File: src/rtl/boot_remap.sv
module boot_remap #(
  parameter int unsigned AW        = 16,
  parameter int unsigned BOOT_BASE = 16'hFC00,
  parameter int unsigned WIN_W     = 10,
  parameter int unsigned REGION_W  = 9,
  parameter int unsigned LIMIT     = 16'h1000
) (
  input  logic          clk,
  input  logic          rst_n,
  input  logic          boot_strap,
  input  logic [AW-1:0] cpu_addr,
  input  logic          rd_en,
  input  logic          wr_en,
  output logic [AW-1:0] flash_addr,
  output logic          flash_re,
  output logic          flash_we,
  output logic          acc_viol
);
  localparam logic [AW-1:0] BASE_V  = AW'(BOOT_BASE);
  localparam logic [AW-1:0] TEST_V  = AW'(BOOT_BASE + (1 << REGION_W));
  localparam logic [AW-1:0] LIMIT_V = AW'(LIMIT);

  logic strap_s1, strap_s2, isp_mode, viol_q;
  logic remap, test_hit;

  always_ff @(posedge clk) begin
    strap_s1 <= boot_strap;
    strap_s2 <= strap_s1;
  end

  always_ff @(posedge clk)
    if (!rst_n) isp_mode <= strap_s2;

  assign remap      = isp_mode && (cpu_addr < LIMIT_V);
  assign flash_addr = remap ? {BASE_V[AW-1:WIN_W], cpu_addr[WIN_W-1:0]} : cpu_addr;
  assign test_hit   = flash_addr[AW-1:REGION_W] == TEST_V[AW-1:REGION_W];
  assign flash_we   = wr_en && !test_hit;
  assign flash_re   = rd_en;

  always_ff @(posedge clk or negedge rst_n)
    if (!rst_n) viol_q <= 1'b0;
    else        viol_q <= wr_en && test_hit;

  assign acc_viol = viol_q;
endmodule

File: config.mk
export PLATFORM = sky130hd
export DESIGN_NAME = boot_remap
export DESIGN_NICKNAME = d
export VERILOG_FILES = /design/src/rtl/boot_remap.sv
export SDC_FILE = /design/constraint.sdc
export NUM_CORES = 1
export LEC_CHECK = 0
export CELL_PAD_IN_SITES_DETAIL_PLACEMENT = 1
export CELL_PAD_IN_SITES_GLOBAL_PLACEMENT = 1
export CORE_ASPECT_RATIO = 0.8
export CORE_MARGIN = 5
export CORE_UTILIZATION = 13
export DETAILED_ROUTE_END_ITERATION = 8
export PLACE_DENSITY_LB_ADDON = 0.15
export SETUP_SLACK_MARGIN = 0.2
export SKIP_CTS_REPAIR_TIMING = 1
export SKIP_LAST_GASP = 1
export SYNTH_ARGS = -nofsm -noshare
export SYNTH_HDL_FRONTEND = slang
export SYNTH_SLANG_ARGS = --single-unit
File: constraint.sdc
create_clock -name clk -period 0.9 [get_ports clk]
set_input_delay 0.18 -clock clk [delete_from_list [all_inputs] [get_ports clk]]
set_output_delay 0.18 -clock clk [all_outputs]
set_load 0.005 [all_outputs]
==> impl_metrics.ini <==
[sta]
finalCritPeriodShare_pct = 154
grt_setup_unrepaired = yes
final_period_minus_worst_setup_slack_ns = 1.39
finalMaxSlewViolations = 0
total_setup_violations_reported_at_the_end_of_the_flow = 7
worst_slew_margin_rel_pct = 89.0
holdWs_ns = 0.241
achievable-frequency_ghz = 0.719
worst_clock_skew_ns = 0.0128
finalWorstSetupSlack_ns = -0.490
timing.final.hold_violations = 0
tightestPinTransition_ns = 0.165

[global_route]
grt_first_pass_wirelength_mm = 1.32
gr-total-overflow = 0
groute.usage.overall_pct = 6.04
first_global_vias = 281
grt_antenna_before_repair = 0
pin_count_of_the_biggest_net_entering_global_routing = 7

[yosys]
ys_top_cells_by_count = 11 x buf_4, 6 x nand2b_1, 2 x dfxtp_1
async_reset_ff_share_pct = 25.0
post_synth_fa_ha_maj_area_fraction_pct = 0
per_instance_average_area_after_synthesis_um2 = 9.45
synthesis.nets = 50
yosysWarningCount = 0
synth_top_area_cell = buf_4
synth-seq-cells = 4
largest_family_of_logic_cells_by_synthesized_area = buffers and inverters
seq_area_frac_synth_pct = 34.7
yosys-top-cells-area = buf_4 30%, dfxtp_1 15%, nand2b_1 14%
syn-instance-count = 29
synth_compound_area_share_pct = 2.74
ys.flop_type = dfxtp_1
synthMostInstantiatedCell = buf_4
synth_simple_gate_area_share_pct = 31.1
post_synthesis_share_of_cell_area_spent_on_xor_and_xnor_gates_pct = 0
synth_area_um2 = 274
synth_top_cell_area_share_pct = 30.1
synth-edff-count = 1
netlist-cell-type-count = 13
muxShareOfSynthArea_pct = 0

[layout]
final_util_pct = 27.3
fin_nets = 74
syn_to_final_growth_pct = 94.1
final_area_um2 = 532
layout.cells.non_filler = 76
antennaDiodeCount = 0
post_route_cells_drive_above_1_share_pct = 46.2

[worst_setup_path]
crit_arrival_ns = 1.21
setup.worst_path.start_class = flop
setup.worst_path.class = flop to primary output
worst-path-max-fanout = 4
cp-end-kind = primary output
cp_data_required_time_ns = 0.72

[floorplanning]
die_height_um = 51.1
die_w_um = 61.3
starting_density_of_the_core_pct = 14.1
design.portCount = 40
floorplan.rows = 14
coreArea_um2 = 1940
design.die.area_um2 = 3130

[outcome]
violated_checks = negative setup slack
run_status = complete, but fails checks

[route]
drt-pass1-iter-count = 1
via_per_inst = 3.72
wirelength_um = 931
post-route-drc-count = 0
ant_nets = 0
routedWlPerCell_um = 12.3
detail_route.iter0.violations = 0
count_of_vias_placed_by_the_detailed_router = 283

[cts]
cts.htree.levels = 1
cts_made_buffers = 3
clk-insertion-delay-late_ns = 0.24
cts_tree = yes
clock-root-buffer = clkbuf_4
register_clock_pin_slew_on_the_reported_worst_setup_and_hold_paths_ns = 0.05
clockBufferDepth = 2
clock_sinks = 4

[placement]
placed_cell_count = 67
buffer_ports.inserted = 19
post-dp-hpwl_um = 732
routabilityCongestion = 0.651
dpl-instance-area_um2 = 463

[pwr]
leakagePower_uw = 0.000311
ir_drop_mv = 0.661
power_density_nw_per_um2 = 1090

[run]
drv.max_cap_violation_count = 0

[hold_path]
hold_removal_path_class = input pin to flop
==> worst max-delay path, cell delays in order (launching register included) <==
cell      delay (ns)
edfxtp_1        0.40
nand3b_1        0.17
buf_4           0.15
buf_6           0.09
nand2b_1        0.05
clkbuf_2        0.11
==> through the flow <==
stage               total power (µW)  setup WS (ns)  setup TNS [ns]
finish                           580         -0.490           -2.79
global route                     631         -0.570           -3.33
CTS                              602          -1.02           -8.10
detailed placement               341          -1.02           -8.13
global placement                 341         -0.964           -7.88
floorplan                        262         0.0875               0
==> area by class of cell <==
cell class,instances,area [µm²]
clock buffer,4,26.3
tap,24,30.0
fill,227,1410
timing repair buffer,30,270
inverter,1,3.75
multi-input combinational,13,106
sequential,4,95.1
==> flip-flops by register name, indices dropped and copies added (netlist names) <==
| name | cells |
|---|---|
| acc_viol | 1 |
| isp_mode | 1 |
| strap_s1 | 1 |
| strap_s2 | 1 |
==> logic make-up after synthesis <==
family	count (synthesis)
buffers and inverters	12
AO/OA/AOI/OAI	1
AND/OR/NAND/NOR	12
flip-flops	4
==> final timing paths <==
| check | from | end | slack, ns | depth (start not counted) |
|---|---|---|---|---|
| max reg2reg | isp_mode | acc_viol | 0.05 | 3 |
| max in group asynchronous | rst_n | acc_viol | 0.44 | 3 |
| max | isp_mode | flash_addr[11] | -0.49 | 5 |
| min in group asynchronous | rst_n | acc_viol | 0.38 | 3 |
| min reg2reg | strap_s1 | strap_s2 | 0.32 | 0 |
| min | rst_n | isp_mode | 0.24 | 2 |
==> power breakdown <==
group / internal, µW / switching [µW]
combinational: 91.3 / 44.9
clock: 167 / 80.5
sequential: 194 / 2.53
==> layout by cell type, fill, tap and decap left out, drive strengths merged <==
cell / count
nor3: 1
inv: 1
dlygate4sd3: 1
edfxtp: 1
dfrtp: 1
dfxtp: 2
nand4: 1
a21boi: 1
nand4b: 1
nand2b: 6
buf: 14
and4: 1
nand3b: 1
clkbuf: 9
clkdlybuf4s50: 2
dlymetal6s2s: 8
and3: 1
==> layer usage <==
metal	vias to the layer above	track usage (%)	share of wire [%]
met1	132	5.85	29
met2	12	9.33	60
li1	131	-	-
met5	-	0	0
met4	0	4.24	3.3
met3	8	3.78	6.8
Note: power is estimated with default switching activity, not from simulation.
